$ cat config.mk
export PLATFORM = sky130hd
export DESIGN_NAME = ycc2rgb565_top
export DESIGN_NICKNAME = d
export VERILOG_FILES = /design/src/rtl/ycc_pkg.sv /design/src/rtl/ycc_offset.sv /design/src/rtl/ycc_mult.sv /design/src/rtl/ycc_sum.sv /design/src/rtl/ycc_clip_pack.sv /design/src/rtl/ycc_ctrl_delay.sv /design/src/rtl/ycc2rgb565_top.sv
export SDC_FILE = /design/constraint.sdc
export NUM_CORES = 1
export LEC_CHECK = 0
export BUFFER_PORTS_ARGS = -buffer_cell sky130_fd_sc_hd__buf_2
export CAP_MARGIN = 40
export CORE_UTILIZATION = 68
export DETAILED_ROUTE_END_ITERATION = 8
export PLACE_DENSITY_LB_ADDON = 0.12
export RECOVER_POWER = 25
export REMOVE_ABC_BUFFERS = 1
export SYNTH_ARGS = -nofsm -noshare
export SYNTH_HDL_FRONTEND = slang
export SYNTH_SLANG_ARGS = --single-unit
export TNS_END_PERCENT = 1
$ cat constraint.sdc
create_clock -name clk -period 8.35 [get_ports clk]
set_clock_uncertainty 0.2 [all_clocks]
set_input_delay 0.4175 -clock clk [delete_from_list [all_inputs] [get_ports clk]]
set_output_delay 0.4175 -clock clk [all_outputs]
set_load 0.01 [all_outputs]
$ cat src/rtl/ycc_pkg.sv
// Package: shared widths, offsets and fixed-point coefficients for the
// YCbCr to RGB565 pipeline. Assumes 8-bit components and a Q8 scale.
package ycc_pkg;
    localparam int PIX_W   = 8;                 // component width
    localparam int FRAC_W  = 8;                 // coefficient fraction bits
    localparam int OFF_W   = PIX_W + 1;         // signed offset-removed width
    localparam int COEF_W  = 11;                // signed width of largest coefficient
    localparam int PROD_W  = OFF_W + COEF_W;    // product width
    localparam int SUM_W   = PROD_W + 2;        // three-term sum width
    localparam int CH_W    = SUM_W - FRAC_W;    // channel width after shift
    localparam int CTRL_W  = 4;                 // {fld, vs, hs, de}
    localparam int LAT     = 4;                 // pipeline depth
    localparam int RED_W   = 5;
    localparam int GRN_W   = 6;
    localparam int BLU_W   = 5;
    localparam int OUT_W   = RED_W + GRN_W + BLU_W;
    localparam int LUMA_OFS   = 1 << (PIX_W - 4);
    localparam int CHROMA_OFS = 1 << (PIX_W - 1);
    localparam int N_PROD  = 5;
    // product order: luma, red<-Cr, green<-Cr, green<-Cb, blue<-Cb
    localparam int COEF [N_PROD] = '{298, 409, 208, 100, 516};
    // operand select: 0 = luma, 1 = Cb, 2 = Cr
    localparam int OPSEL [N_PROD] = '{0, 2, 2, 1, 1};
endpackage

$ cat src/rtl/ycc_offset.sv
// Stage 1: removes the luma black level and the chroma mid-scale offset.
// Assumes unsigned inputs; outputs are signed and one bit wider.
module ycc_offset
    import ycc_pkg::*;
(
    input  logic                    clk,
    input  logic                    rst_n,
    input  logic [PIX_W-1:0]        y_in,
    input  logic [PIX_W-1:0]        cb_in,
    input  logic [PIX_W-1:0]        cr_in,
    output logic signed [OFF_W-1:0] y_o,
    output logic signed [OFF_W-1:0] cb_o,
    output logic signed [OFF_W-1:0] cr_o
);
    localparam logic signed [OFF_W-1:0] Y_OFS = OFF_W'(LUMA_OFS);
    localparam logic signed [OFF_W-1:0] C_OFS = OFF_W'(CHROMA_OFS);

    // register the offset-removed components
    always_ff @(posedge clk) begin
        if (!rst_n) begin
            y_o  <= '0;
            cb_o <= '0;
            cr_o <= '0;
        end else begin
            y_o  <= $signed({1'b0, y_in})  - Y_OFS;
            cb_o <= $signed({1'b0, cb_in}) - C_OFS;
            cr_o <= $signed({1'b0, cr_in}) - C_OFS;
        end
    end

    AST_LUMA_OFFSET: assert property (@(posedge clk) disable iff (!rst_n)
        $past(rst_n) |-> (y_o == $signed({1'b0, $past(y_in)}) - Y_OFS));
endmodule

$ cat src/rtl/ycc_mult.sv
// Stage 2: forms the five constant-coefficient products in Q8 fixed point.
// Assumes signed offset-removed operands; one generate branch per product.
module ycc_mult
    import ycc_pkg::*;
(
    input  logic                     clk,
    input  logic                     rst_n,
    input  logic signed [OFF_W-1:0]  y_i,
    input  logic signed [OFF_W-1:0]  cb_i,
    input  logic signed [OFF_W-1:0]  cr_i,
    output logic signed [PROD_W-1:0] prod [N_PROD]
);
    for (genvar i = 0; i < N_PROD; i++) begin : g_prod
        logic signed [PROD_W-1:0] op;
        localparam logic signed [PROD_W-1:0] K = PROD_W'(COEF[i]);

        // pick this product's operand
        always_comb begin
            if (OPSEL[i] == 0)      op = PROD_W'(y_i);
            else if (OPSEL[i] == 1) op = PROD_W'(cb_i);
            else                    op = PROD_W'(cr_i);
        end

        // register the product
        always_ff @(posedge clk) begin
            if (!rst_n) prod[i] <= '0;
            else        prod[i] <= op * K;
        end
    end
endmodule

$ cat src/rtl/ycc_sum.sv
// Stage 3: combines products per channel, rounds by half an LSB and drops
// the fraction bits with an arithmetic shift. Result is signed, unclamped.
module ycc_sum
    import ycc_pkg::*;
(
    input  logic                     clk,
    input  logic                     rst_n,
    input  logic signed [PROD_W-1:0] prod [N_PROD],
    output logic signed [CH_W-1:0]   r_o,
    output logic signed [CH_W-1:0]   g_o,
    output logic signed [CH_W-1:0]   b_o
);
    localparam logic signed [SUM_W-1:0] RND = SUM_W'(1 << (FRAC_W - 1));
    logic signed [SUM_W-1:0] r_full, g_full, b_full;

    // full-width channel sums with rounding constant
    always_comb begin
        r_full = SUM_W'(prod[0]) + SUM_W'(prod[1]) + RND;
        g_full = SUM_W'(prod[0]) - SUM_W'(prod[2]) - SUM_W'(prod[3]) + RND;
        b_full = SUM_W'(prod[0]) + SUM_W'(prod[4]) + RND;
    end

    // register the integer part of each sum
    always_ff @(posedge clk) begin
        if (!rst_n) begin
            r_o <= '0;
            g_o <= '0;
            b_o <= '0;
        end else begin
            r_o <= r_full[SUM_W-1:FRAC_W];
            g_o <= g_full[SUM_W-1:FRAC_W];
            b_o <= b_full[SUM_W-1:FRAC_W];
        end
    end
endmodule

$ cat src/rtl/ycc_clip_pack.sv
// Stage 4: clamps each channel to the unsigned component range and packs the
// upper bits into an RGB565 word (red high, blue low).
module ycc_clip_pack
    import ycc_pkg::*;
(
    input  logic                   clk,
    input  logic                   rst_n,
    input  logic signed [CH_W-1:0] r_i,
    input  logic signed [CH_W-1:0] g_i,
    input  logic signed [CH_W-1:0] b_i,
    output logic [OUT_W-1:0]       rgb_o
);
    localparam logic signed [CH_W-1:0] MAXV = CH_W'((1 << PIX_W) - 1);

    function automatic logic [PIX_W-1:0] clamp(input logic signed [CH_W-1:0] v);
        if (v < 0)         return '0;
        else if (v > MAXV) return '1;
        else               return v[PIX_W-1:0];
    endfunction

    logic [PIX_W-1:0] r_c, g_c, b_c;

    // clamp all three channels
    always_comb begin
        r_c = clamp(r_i);
        g_c = clamp(g_i);
        b_c = clamp(b_i);
    end

    // register the packed word
    always_ff @(posedge clk) begin
        if (!rst_n) rgb_o <= '0;
        else        rgb_o <= {r_c[PIX_W-1 -: RED_W], g_c[PIX_W-1 -: GRN_W], b_c[PIX_W-1 -: BLU_W]};
    end

    AST_CLAMP_LOW: assert property (@(posedge clk) disable iff (!rst_n)
        (b_i < 0) |=> (rgb_o[BLU_W-1:0] == '0));
    AST_CLAMP_HIGH: assert property (@(posedge clk) disable iff (!rst_n)
        (r_i > MAXV) |=> (rgb_o[OUT_W-1 -: RED_W] == '1));
    AST_RESET_CLEAR: assert property (@(posedge clk)
        !rst_n |=> (rgb_o == '0));
endmodule

$ cat src/rtl/ycc_ctrl_delay.sv
// Delay line for the video strobes; depth equals the data path latency so
// strobes leave with their pixel. Assumes synchronous active-low reset.
module ycc_ctrl_delay #(
    parameter int W     = 4,
    parameter int DEPTH = 4
) (
    input  logic         clk,
    input  logic         rst_n,
    input  logic [W-1:0] d,
    output logic [W-1:0] q
);
    logic [W-1:0] sh [DEPTH];

    for (genvar i = 0; i < DEPTH; i++) begin : g_tap
        // shift one tap per clock
        always_ff @(posedge clk) begin
            if (!rst_n)      sh[i] <= '0;
            else if (i == 0) sh[i] <= d;
            else             sh[i] <= sh[(i == 0) ? 0 : i - 1];
        end
    end

    assign q = sh[DEPTH-1];

    AST_CTRL_RESET: assert property (@(posedge clk)
        !rst_n |=> (q == '0));
endmodule

$ cat src/rtl/ycc2rgb565_top.sv
// Top: four-stage YCbCr to RGB565 converter with matched strobe delay.
// Assumes one pixel per clock and synchronous active-low reset.
module ycc2rgb565_top
    import ycc_pkg::*;
(
    input  logic              clk,
    input  logic              rst_n,
    input  logic [PIX_W-1:0]  pix_y,
    input  logic [PIX_W-1:0]  pix_cb,
    input  logic [PIX_W-1:0]  pix_cr,
    input  logic              in_de,
    input  logic              in_hs,
    input  logic              in_vs,
    input  logic              in_fld,
    output logic [OUT_W-1:0]  rgb_out,
    output logic              out_de,
    output logic              out_hs,
    output logic              out_vs,
    output logic              out_fld
);
    logic signed [OFF_W-1:0]  y_s1, cb_s1, cr_s1;
    logic signed [PROD_W-1:0] prod_s2 [N_PROD];
    logic signed [CH_W-1:0]   r_s3, g_s3, b_s3;
    logic [CTRL_W-1:0]        ctl_in, ctl_out;

    ycc_offset u_ofs (
        .clk(clk), .rst_n(rst_n), .y_in(pix_y), .cb_in(pix_cb), .cr_in(pix_cr),
        .y_o(y_s1), .cb_o(cb_s1), .cr_o(cr_s1)
    );

    ycc_mult u_mul (
        .clk(clk), .rst_n(rst_n), .y_i(y_s1), .cb_i(cb_s1), .cr_i(cr_s1),
        .prod(prod_s2)
    );

    ycc_sum u_sum (
        .clk(clk), .rst_n(rst_n), .prod(prod_s2),
        .r_o(r_s3), .g_o(g_s3), .b_o(b_s3)
    );

    ycc_clip_pack u_pack (
        .clk(clk), .rst_n(rst_n), .r_i(r_s3), .g_i(g_s3), .b_i(b_s3),
        .rgb_o(rgb_out)
    );

    assign ctl_in = {in_fld, in_vs, in_hs, in_de};

    ycc_ctrl_delay #(.W(CTRL_W), .DEPTH(LAT)) u_dly (
        .clk(clk), .rst_n(rst_n), .d(ctl_in), .q(ctl_out)
    );

    assign {out_fld, out_vs, out_hs, out_de} = ctl_out;

    // cycles since reset release, saturating at the latency (assertion use)
    logic [2:0] run_cnt;
    always_ff @(posedge clk) begin
        if (!rst_n)                 run_cnt <= '0;
        else if (run_cnt != 3'(LAT)) run_cnt <= run_cnt + 3'd1;
    end

    AST_CTRL_ALIGN: assert property (@(posedge clk) disable iff (!rst_n)
        (run_cnt == 3'(LAT)) |-> (ctl_out == $past(ctl_in, 4)));
    AST_STROBE_QUIET: assert property (@(posedge clk) disable iff (!rst_n)
        (run_cnt < 3'(LAT)) |-> (ctl_out == '0 && rgb_out == '0));
endmodule

==> results.yml, run 1 <==
critical_path:
  crit_path_max_incr_delay_ns: 0.50
  rr_startpoint: "u_ofs.cr_o[3]"
  required_ns: 8.51
  crit_path_max_fanout: 6
  slowest_stage: "fa_1"
  worstSetupStartpoint: "u_ofs.cr_o[3]"
  reg2reg_to: "u_mul.prod[78]"
  path_delay_family: "adder cells"
  r2r_slack_ns: 3.48
  reg2reg_depth: 17
  critPathCaptureType: "register"
  critPathKind: "reg2reg"
  cp_cell_sequence: "ha_1 -> ha_1 -> inv_1 -> fa_1 -> inv_1 -> fa_1 -> ha_1 -> inv_1 -> fa_1 -> nor2b_1 -> o21ai_0 -> a21oi_1 -> o21ai_0 -> a21oi_1 -> a31oi_1 -> o21ai_0 -> mux2i_1"
  critical_path_cell_count: 17
  worst_ep_arrival_time_ns: 5.03
  worstSetupStartpointType: "register"
  cp_num_buf_inv: 3
run:
  max_cap_viol_count: 2
synthesis:
  synth_top_area_frac: 0.2705
  ys_ff_latch: 170
  synth_flop_cell: "dfxtp_1"
  yosys-top-cells-count: "216 x ha_1, 175 x inv_1, 170 x dfxtp_1"
  async_reset_ff_frac: 0
  synth.most_common_cell: "ha_1"
  yosys_warnings: 0
  syn_inst: 1382
  yosysSeqAreaShare: 0.2705
  synth_area_leaders: "dfxtp_1 27%, ha_1 21%, fa_1 8.6%, inv_1 5.2%, xnor2_1 4.2%"
  synth_edf_count: 0
  synth.distinct_cells: 72
  synth_top_area_cell: "dfxtp_1"
  syn_area_um2: 12580
  syn_area_per_cell_um2: 9.102
power_and_ir_drop:
  p_leak_nw: 6.813
  ir_worst_vdd_mv: 0.2518
  power_density_nw_per_um2: 236.9
worst_hold_path:
  worstHoldPathType: "in2reg"
  min_to: "u_ofs.cr_o[4]"
  min_from: "pix_cr[4]"
  min_path_cells: 2
detailed_routing:
  dr_wl_met2_um: 11780
  wl_per_cell_um: 15.55
  met3_length_um: 1280
  via_per_inst: 5.659
  vias: 9535
  first_pass_iters: 6
  dr.max_layer_used: "met4"
  wl_met1_um: 12560
  drcViolationCount: 0
  totalWireLength_um: 26200
  drt_iter0_drc: 690
  ant_nets: 0
clock_network:
  clk_pin_slew_ns: 0.07
  cts.sinks: 170
  cts_buffers: 17
  cts_tree: "built"
  clk_path_buf_depth: 2
  worstSkewPairLatency_ns: 0.44
  ctsHtreeMaxLevel: 4
  cts-root-buf: "clkbuf_16"
placement:
  place.gp.congestion: 0.9128
  dp_hpwl_um: 20410
  numPortBuffers: 49
  placed_cells: 1627
timing:
  period_share: 0.5834
  hold_viol: 0
  hold-worst-slack_ns: 0.02701
  rsz0062_at_grt: "false"
  relSlewSlack: -0.2238
  tightest_slew_ns: 1.836
  drv_slew: 87
  finalSetupViolCount: 0
  fin_crit_ns: 4.872
  max_freq_ghz: 0.2053
  totalNegativeSetupSlack_ns: 0
grt:
  grt_max_degree: 46
  grt_pass1_wl_um: 44570
  grt_usage: 0.2894
  grt_pass1_vias: 9342
  grt-ovfl-total: 0
  grt_antenna_before_repair: 0
floorplanning:
  core_um2: 18020
  die_w_um: 138.0
  dieArea_um2: 19050
  fp.dieH_um: 138.0
  rows: 49
  ios: 50
  start_util: 0.6979
finish:
  fin_cells: 1685
  drive_above_1_share: 0.07143
  antennaDiodeCount: 0
  utilization: 0.7670
  area_delta_synth_final_pct: 9.907
  fin_nets: 1743
outcome:
  outcome: "finished with violations"
  violations: "max-capacitance violations, max-slew violations"
==> cell type report <==
cell class	count	area, um2
inverter	175	656.9
timing repair buffer	78	519.2
multi-input combinational	1001	8379
clock inverter	15	155.1
tap	229	286.5
fill	1295	4199
clock buffer	17	425.4
sequential	170	3403
==> worst max path at each step <==
stage,to
detailed placement,u_mul.prod[78]
global route,u_mul.prod[78]
global placement,u_mul.prod[78]
CTS,u_mul.prod[78]
floorplan,u_mul.prod[77]
finish,u_mul.prod[78]
==> kinds of logic (layout without fill, tap and decap cells) <==
kind of cell,count (synthesis),count (layout),share of synthesized area
adder cells (fa/ha/maj),271,271,0.3016
flip-flops,170,170,0.2705
AND/OR/NAND/NOR,381,381,0.1571
buffers and inverters,211,285,0.06336
multiplexers,10,10,0.007957
AO/OA/AOI/OAI,252,252,0.1389
XOR/XNOR,87,87,0.06057
==> through the flow <==
step / setup slack (ns) / cell area (um2) / total power, mW
after floorplan: 4.092 / 12440 / 2.160
after global placement: 3.754 / 12990 / 2.438
after detailed placement: 3.597 / 12990 / 2.479
after CTS: 3.518 / 13830 / 3.272
after global routing: 3.181 / 13830 / 3.522
final: 3.478 / 13830 / 3.275
==> state kept, by name, summed over array words and instances, names as in the netlist <==
signal and count:
u_dly.sh 16, u_mul.prod 79, u_ofs.cb_o 8, u_ofs.cr_o 8, u_ofs.y_o 9, u_pack.rgb_o 16, u_sum.b_o 11, u_sum.g_o 12
u_sum.r_o 11
==> worst reg2reg max path: stages, from the launching register on <==
cell	delay, ns
dfxtp_1	0.47
ha_1	0.34
ha_1	0.30
inv_1	0.05
fa_1	0.50
inv_1	0.05
fa_1	0.45
ha_1	0.31
inv_1	0.06
fa_1	0.45
nor2b_1	0.18
o21ai_0	0.14
a21oi_1	0.24
o21ai_0	0.16
a21oi_1	0.26
a31oi_1	0.16
o21ai_0	0.24
mux2i_1	0.22
==> routing by layer <==
layer,vias to the layer above,global-route usage
met5,-,0
met4,0,0.09312
met3,44,0.05057
met2,220,0.4689
met1,4446,0.3923
li1,4825,-
==> cells in the final DEF (no fill, tap or decap), drive strengths merged, types with 15 or more instances in the layout <==
| cell type | instances |
|---|---|
| ha | 216 |
| inv | 183 |
| dfxtp | 170 |
| nor2 | 107 |
| and2 | 70 |
| xnor2 | 60 |
| a21oi | 54 |
| fa | 54 |
| nand2 | 52 |
| buf | 49 |
| nor3 | 37 |
| a21o | 37 |
| o21ai | 35 |
| xor2 | 27 |
| dlygate4sd3 | 26 |
| o21a | 23 |
| nand3 | 22 |
| nor2b | 21 |
| clkbuf | 20 |
| o211ai | 16 |
| nand2b | 15 |
==> where the power goes <==
part,switching [mW],internal [mW]
Clock,0.374,0.399
Sequential,0.0630,0.922
Combinational,0.867,0.650
==> what timing repair did <==
| item | CTS | global route |
|---|---|---|
| buffers inserted | 0 | 0 |
| hold endpoints to repair | 25 | 0 |
| gates resized for setup | 0 | 0 |
| hold buffers | 26 | 0 |
No activity file was read; power rests on OpenSTA's default activity.
==> inputs of run 2 (changes only) <==
ABC_AREA = 1   (was unset)
CORE_UTILIZATION = 58   (was 68)
clock period = 4.36 ns   (was 8.35 ns; I/O delays follow)
==> run 2 against run 1 <==
Hold slack improved by 0.0063 ns. Sequential share of layout area is 2.5 points lower. Register-to-register slack got worse by 3.2 ns. Global-route usage is 2.0 points lower. Final area increased by 11%. Via count rose by 24%. Die area rose by 29%. Sequential power increased by 91%. Sequential cell count did not move. The run still ends with max-capacitance violations, max-slew violations left. Core utilization shrank 11 points. Routed wire length rose by 18%. Highest routed layer unchanged. Largest power group unchanged. Cell count increased by 43%.
==> results.yml, run 2 <==
outcome:
  outcome: "finished with violations"
  violations: "max-capacitance violations, max-slew violations"
critical_path:
  worst_ep_arrival_time_ns: 4.26
  worstSetupStartpoint: "u_ofs.cr_o[4]"
  reg2reg_depth: 17
  cp_cell_sequence: "ha_1 -> ha_1 -> inv_1 -> fa_1 -> inv_1 -> fa_1 -> ha_1 -> inv_1 -> fa_1 -> o21ai_2 -> a21oi_2 -> o21ai_1 -> nand2_1 -> a31oi_1 -> nand2_1 -> nand2_1 -> nor2_1"
  crit_path_max_fanout: 4
  required_ns: 4.50
  worstSetupStartpointType: "register"
  path_delay_family: "adder cells"
  critPathCaptureType: "register"
  rr_startpoint: "u_ofs.cr_o[4]"
  cp_num_buf_inv: 3
  critPathKind: "reg2reg"
  crit_path_max_incr_delay_ns: 0.49
  r2r_slack_ns: 0.24
  slowest_stage: "fa_1"
  reg2reg_to: "u_mul.prod[76]"
clock_network:
  ctsHtreeMaxLevel: 4
  cts_setup_buffers: 0
  clk_pin_slew_ns: 0.07
  worstSkewPairLatency_ns: 0.43
  cts_tree: "built"
  clk_path_buf_depth: 2
  cts.sinks: 170
  cts_buffers: 17
  cts-root-buf: "clkbuf_16"
placement:
  numPortBuffers: 49
  dp_hpwl_um: 25260
  placed_cells: 2341
  place.gp.congestion: 0.9372
worst_hold_path:
  min_path_cells: 3
  min_from: "rst_n"
  min_to: "u_dly.sh[0][2]"
  worstHoldPathType: "in2reg"
synthesis:
  synth_edf_count: 0
  synth_top_area_frac: 0.2452
  syn_inst: 1983
  syn_area_um2: 13880
  synth.distinct_cells: 46
  yosys_warnings: 0
  yosysSeqAreaShare: 0.2452
  async_reset_ff_frac: 0
  ys_ff_latch: 170
  synth_flop_cell: "dfxtp_1"
  synth.most_common_cell: "nand2_1"
  synth_area_leaders: "dfxtp_1 25%, ha_1 19%, nand2_1 14%, inv_1 12%, fa_1 7.8%"
  syn_area_per_cell_um2: 6.999
  synth_top_area_cell: "dfxtp_1"
  yosys-top-cells-count: "506 x nand2_1, 431 x inv_1, 216 x ha_1"
power_and_ir_drop:
  total_power_mw: 6.440
  ir_worst_vdd_mv: 0.2574
  p_leak_nw: 8.821
  power_density_nw_per_um2: 418.2
timing:
  fin_crit_ns: 4.122
  tightest_slew_ns: 1.697
  relSlewSlack: -0.1316
  hold_viol: 0
  drv_slew: 45
  max_freq_ghz: 0.2426
  period_share: 0.9454
  totalNegativeSetupSlack_ns: 0
  rsz0062_at_grt: "false"
  finalSetupViolCount: 0
floorplanning:
  core_um2: 23470
  ios: 50
  die_w_um: 156.7
  dieArea_um2: 24550
  rows: 56
  start_util: 0.5913
  fp.dieH_um: 156.7
finish:
  fin_nets: 2371
  drive_above_1_share: 0.08205
  area_delta_synth_final_pct: 10.95
  fill_cells: 2163
  regMostFlops: "u_mul.prod"
  largest_reg_flops: 79
  largestRegisters: "u_mul.prod: 79 flops, u_dly.sh: 16 flops, u_pack.rgb_o: 16 flops"
  layout_commonest_cell: "nand2_1"
  antennaDiodeCount: 0
  fin_cells: 2403
  layout_common_cells: "506 x nand2_1, 431 x inv_1, 216 x ha_1"
detailed_routing:
  first_pass_iters: 5
  wl_per_cell_um: 12.85
  drcViolationCount: 0
  totalWireLength_um: 30870
  drt_iter0_drc: 609
  vias: 11870
  via_per_inst: 4.939
  ant_nets: 0
grt:
  grt-ovfl-total: 0
  grt_antenna_before_repair: 0
  grt_pass1_wl_um: 52050
  grt_pass1_vias: 11030
  grt_usage: 0.2690
  grt_max_degree: 51
run:
  max_cap_viol_count: 1
run 2: kinds of logic (layout without fill, tap and decap cells):
logic type | after synthesis | in the layout | share of synthesized area
buffers and inverters | 464 | 565 | 0.1256
XOR/XNOR | 10 | 10 | 0.006852
AND/OR/NAND/NOR | 848 | 848 | 0.2652
AO/OA/AOI/OAI | 221 | 221 | 0.08448
flip-flops | 170 | 170 | 0.2452
adder cells (fa/ha/maj) | 270 | 270 | 0.2726
run 2: how the worst max path moves through the flow:
stage	slack, ns	end	cells after the start
after detailed placement	0.16	u_mul.prod[76]	17
after global routing	0.01	u_mul.prod[76]	19
after floorplan	0.27	u_mul.prod[75]	16
final	0.24	u_mul.prod[76]	17
after CTS	0.15	u_mul.prod[76]	17
after global placement	0.27	u_mul.prod[76]	17
run 2: cell type report:
cell class / count / area [um2] / share of cell area
Sequential cell: 170 / 3405 / 0.2211
Clock buffer: 18 / 439.2 / 0.02852
Multi-Input combinational cell: 1349 / 8740 / 0.5676
Clock inverter: 14 / 137.6 / 0.008938
Timing Repair Buffer: 88 / 608.1 / 0.03949
Tap cell: 319 / 399.1 / 0.02592
Inverter: 445 / 1670 / 0.1085
run 2: what timing repair did:
action	4_1_cts	5_1_grt
hold endpoints to repair	29	0
hold buffers	30	0
gates resized for setup	0	3
setup endpoints to repair	0	2
run 2: per-stage QoR:
stage | setup slack (ns) | hold WS (ns) | utilization | area (um2)
floorplan | 0.2683 | 0.09038 | - | 13810
global placement | 0.2706 | 0.1826 | 0.6186 | 14520
detailed placement | 0.1641 | 0.1954 | 0.6186 | 14520
CTS | 0.1486 | 0.02728 | 0.6560 | 15400
global route | 0.009989 | 0.06684 | 0.6560 | 15400
finish | 0.2382 | 0.03333 | 0.6560 | 15400
run 2: power breakdown:
| part | internal, mW | leakage, nW | total [mW] | switching (mW) |
|---|---|---|---|---|
| Sequential | 1.76 | 1.41 | 1.88 | 0.122 |
| Clock | 0.814 | 0.277 | 1.50 | 0.686 |
| Combinational | 1.06 | 7.14 | 3.06 | 2.00 |
run 2: worst reg2reg max path: cells and delay by family (launching register included):
family / cells / cell delay (ns)
DFF: 1 / 0.35
adders and majority gates: 6 / 2.38
and+or+nand+nor: 4 / 0.27
AOI/OAI and AO/OA: 4 / 0.66
buffers and inverters: 3 / 0.17
run 2: layer usage:
| metal | routed length [um] | track usage | up-vias | part of all wire |
|---|---|---|---|---|
| met5 | 0 | 0 | - | 0 |
| met4 | 617 | 0.08123 | 0 | 0.020 |
| met3 | 1098 | 0.02935 | 43 | 0.036 |
| met2 | 13540 | 0.4356 | 237 | 0.44 |
| met1 | 15620 | 0.3751 | 5264 | 0.51 |
| li1 | - | - | 6324 | - |
==> inputs of run 3 (changes only) <==
PLACE_DENSITY = 0.78   (was unset)
PLACE_DENSITY_LB_ADDON = unset   (was 0.12)
==> run 3 against run 2 <==
Critical endpoint unchanged. Highest routed layer unchanged. Via count up 0.86%. Total power is 0.10% lower. Register-to-register slack about the same. Die area did not move. Critical path type unchanged. Core utilization shrank 0.096 points. Largest cell class unchanged. The run still ends with max-capacitance violations, max-slew violations left. First-iteration DRC count rose by 20%. Largest power group unchanged. Final area down 0.15%.
==> results.yml, run 3 (synthesized netlist as in run 2, its figures left out) <==
floorplanning:
  fp.dieH_um: 156.7
  die_w_um: 156.7
  ios: 50
  rows: 56
  dieArea_um2: 24550
  core_um2: 23470
  start_util: 0.5913
finish:
  area.sequential_um2: 3405
  fill_cells: 2049
  utilization: 0.6551
  drive_above_1_share: 0.07249
  layout_commonest_cell: "nand2_1"
  antennaDiodeCount: 0
  multi_input_area_um2: 8742
  largestRegisters: "u_mul.prod: 79 flops, u_dly.sh: 16 flops, u_pack.rgb_o: 16 flops"
  layout_common_cells: "506 x nand2_1, 431 x inv_1, 216 x ha_1"
  largest_reg_flops: 79
  area_delta_synth_final_pct: 10.79
  regMostFlops: "u_mul.prod"
  fin_nets: 2370
clock_network:
  clk_pin_slew_ns: 0.07
  cts_tree: "built"
  cts-root-buf: "clkbuf_16"
  clk_path_buf_depth: 2
  cts.sinks: 170
  cts_buffers: 17
  ctsHtreeMaxLevel: 4
  worstSkewPairLatency_ns: 0.44
critical_path:
  critPathKind: "reg2reg"
  crit_path_max_fanout: 5
  worstSetupStartpointType: "register"
  required_ns: 4.50
  critPathCaptureType: "register"
  reg2reg_depth: 17
  worst_ep_arrival_time_ns: 4.26
timing:
  relSlewSlack: -0.9314
  max_freq_ghz: 0.2426
  period_share: 0.9454
  drv_slew: 75
  hold_viol: 0
  fin_crit_ns: 4.122
  finalSetupViolCount: 0
  tightest_slew_ns: 2.897
worst_hold_path:
  min_path_cells: 3
  worstHoldPathType: "in2reg"
placement:
  dp_hpwl_um: 24760
  place.gp.congestion: 0.9201
  numPortBuffers: 49
power_and_ir_drop:
  total_power_mw: 6.433
  p_leak_nw: 8.748
  power_density_nw_per_um2: 418.4
  ir_worst_vdd_mv: 0.2634
detailed_routing:
  drt_iter0_drc: 730
  via_per_inst: 4.983
  first_pass_iters: 5
  ant_nets: 0
  wl_per_cell_um: 12.84
  drcViolationCount: 0
  vias: 11970
  totalWireLength_um: 30850
outcome:
  violations: "max-capacitance violations, max-slew violations"
  outcome: "finished with violations"
grt:
  grt_antenna_before_repair: 0
  grt_pass1_wl_um: 51920
  grt-ovfl-total: 0
  grt_max_degree: 75
  grt_pass1_vias: 11370
  grt_usage: 0.2662
run:
  max_cap_viol_count: 1
==> run 3: changes by cell type in the layout (fill, tap and decap cells not counted) <==
cell	before	now
o21ai_1	3	4
inv_6	2	5
clkbuf_8	1	0
clkinv_4	4	2
clkbuf_1	2	21
a31oi_1	8	7
buf_2	48	28
clkinv_8	0	1
o21ai_2	1	0
clkinvlp_4	3	2
a31oi_2	0	1
==> run 3: worst max-delay path, stage by stage, from the launching register on <==
cell and delay, ns:
dfxtp_1 0.39, inv_1 0.06, ha_1 0.33, fa_1 0.53
inv_1 0.05, ha_1 0.30, fa_1 0.50, ha_1 0.31
ha_1 0.36, nand2_1 0.07, o21ai_1 0.18, a21oi_1 0.12
o21ai_1 0.17, nand2_1 0.12, a31oi_2 0.17, nand2_1 0.07
nand2_1 0.06, nor2_1 0.04
==> run 3: final cells by class <==
type	count	area share
Clock buffer	17	0.02767
Clock inverter	15	0.01009
Inverter	445	0.1086
Multi-Input combinational cell	1349	0.5686
Sequential cell	170	0.2214
Tap cell	319	0.02596
Timing Repair Buffer	87	0.03768
==> run 3: per-stage QoR <==
step                      setup TNS (ns)  hold slack, ns  setup WS, ns  std cells  area, um2
after floorplan                        0         0.09038        0.2683       1964      13810
after global placement                 0          0.1846        0.2986       2340      14510
after detailed placement               0          0.1861        0.1786       2340      14510
after CTS                              0         0.05129        0.1700       2402      15390
after global routing           -0.007223         0.09203     -0.007223       2402      15380
final                                  0         0.05659        0.2378       2402      15380
==> run 3: where the power goes <==
part	switching [mW]	leakage, nW	internal (mW)
registers	0.118	1.41	1.76
clock network	0.692	0.282	0.807
logic	2.00	7.06	1.06
total	2.81	8.75	3.62
==> run 3: layer usage <==
| layer | part of all wire | vias up | GRT usage | routed length, um |
|---|---|---|---|---|
| li1 | - | 6316 | - | - |
| met1 | 0.48 | 5312 | 0.3554 | 14950 |
| met2 | 0.45 | 280 | 0.4454 | 14000 |
| met3 | 0.035 | 62 | 0.02714 | 1088 |
| met4 | 0.026 | 0 | 0.09524 | 813 |
| met5 | 0 | - | 0 | 0 |
==> run 3: timing repair <==
action	in CTS	in global routing
gates resized for setup	0	3
hold endpoints to repair	29	0
buffers inserted	0	0
endpoints found under the setup margin	0	3
hold buffers	30	0
==> run 3: path summary, 6_finish.rpt <==
path	startpoint	to	slack (ns)
worst max-delay path	u_ofs.cr_o[1]	u_mul.prod[76]	0.24
worst min-delay path	rst_n	u_ofs.y_o[1]	0.06
worst max register to register	u_ofs.cr_o[1]	u_mul.prod[76]	0.24
worst min register to register	u_dly.sh[0][0]	u_dly.sh[1][0]	0.21
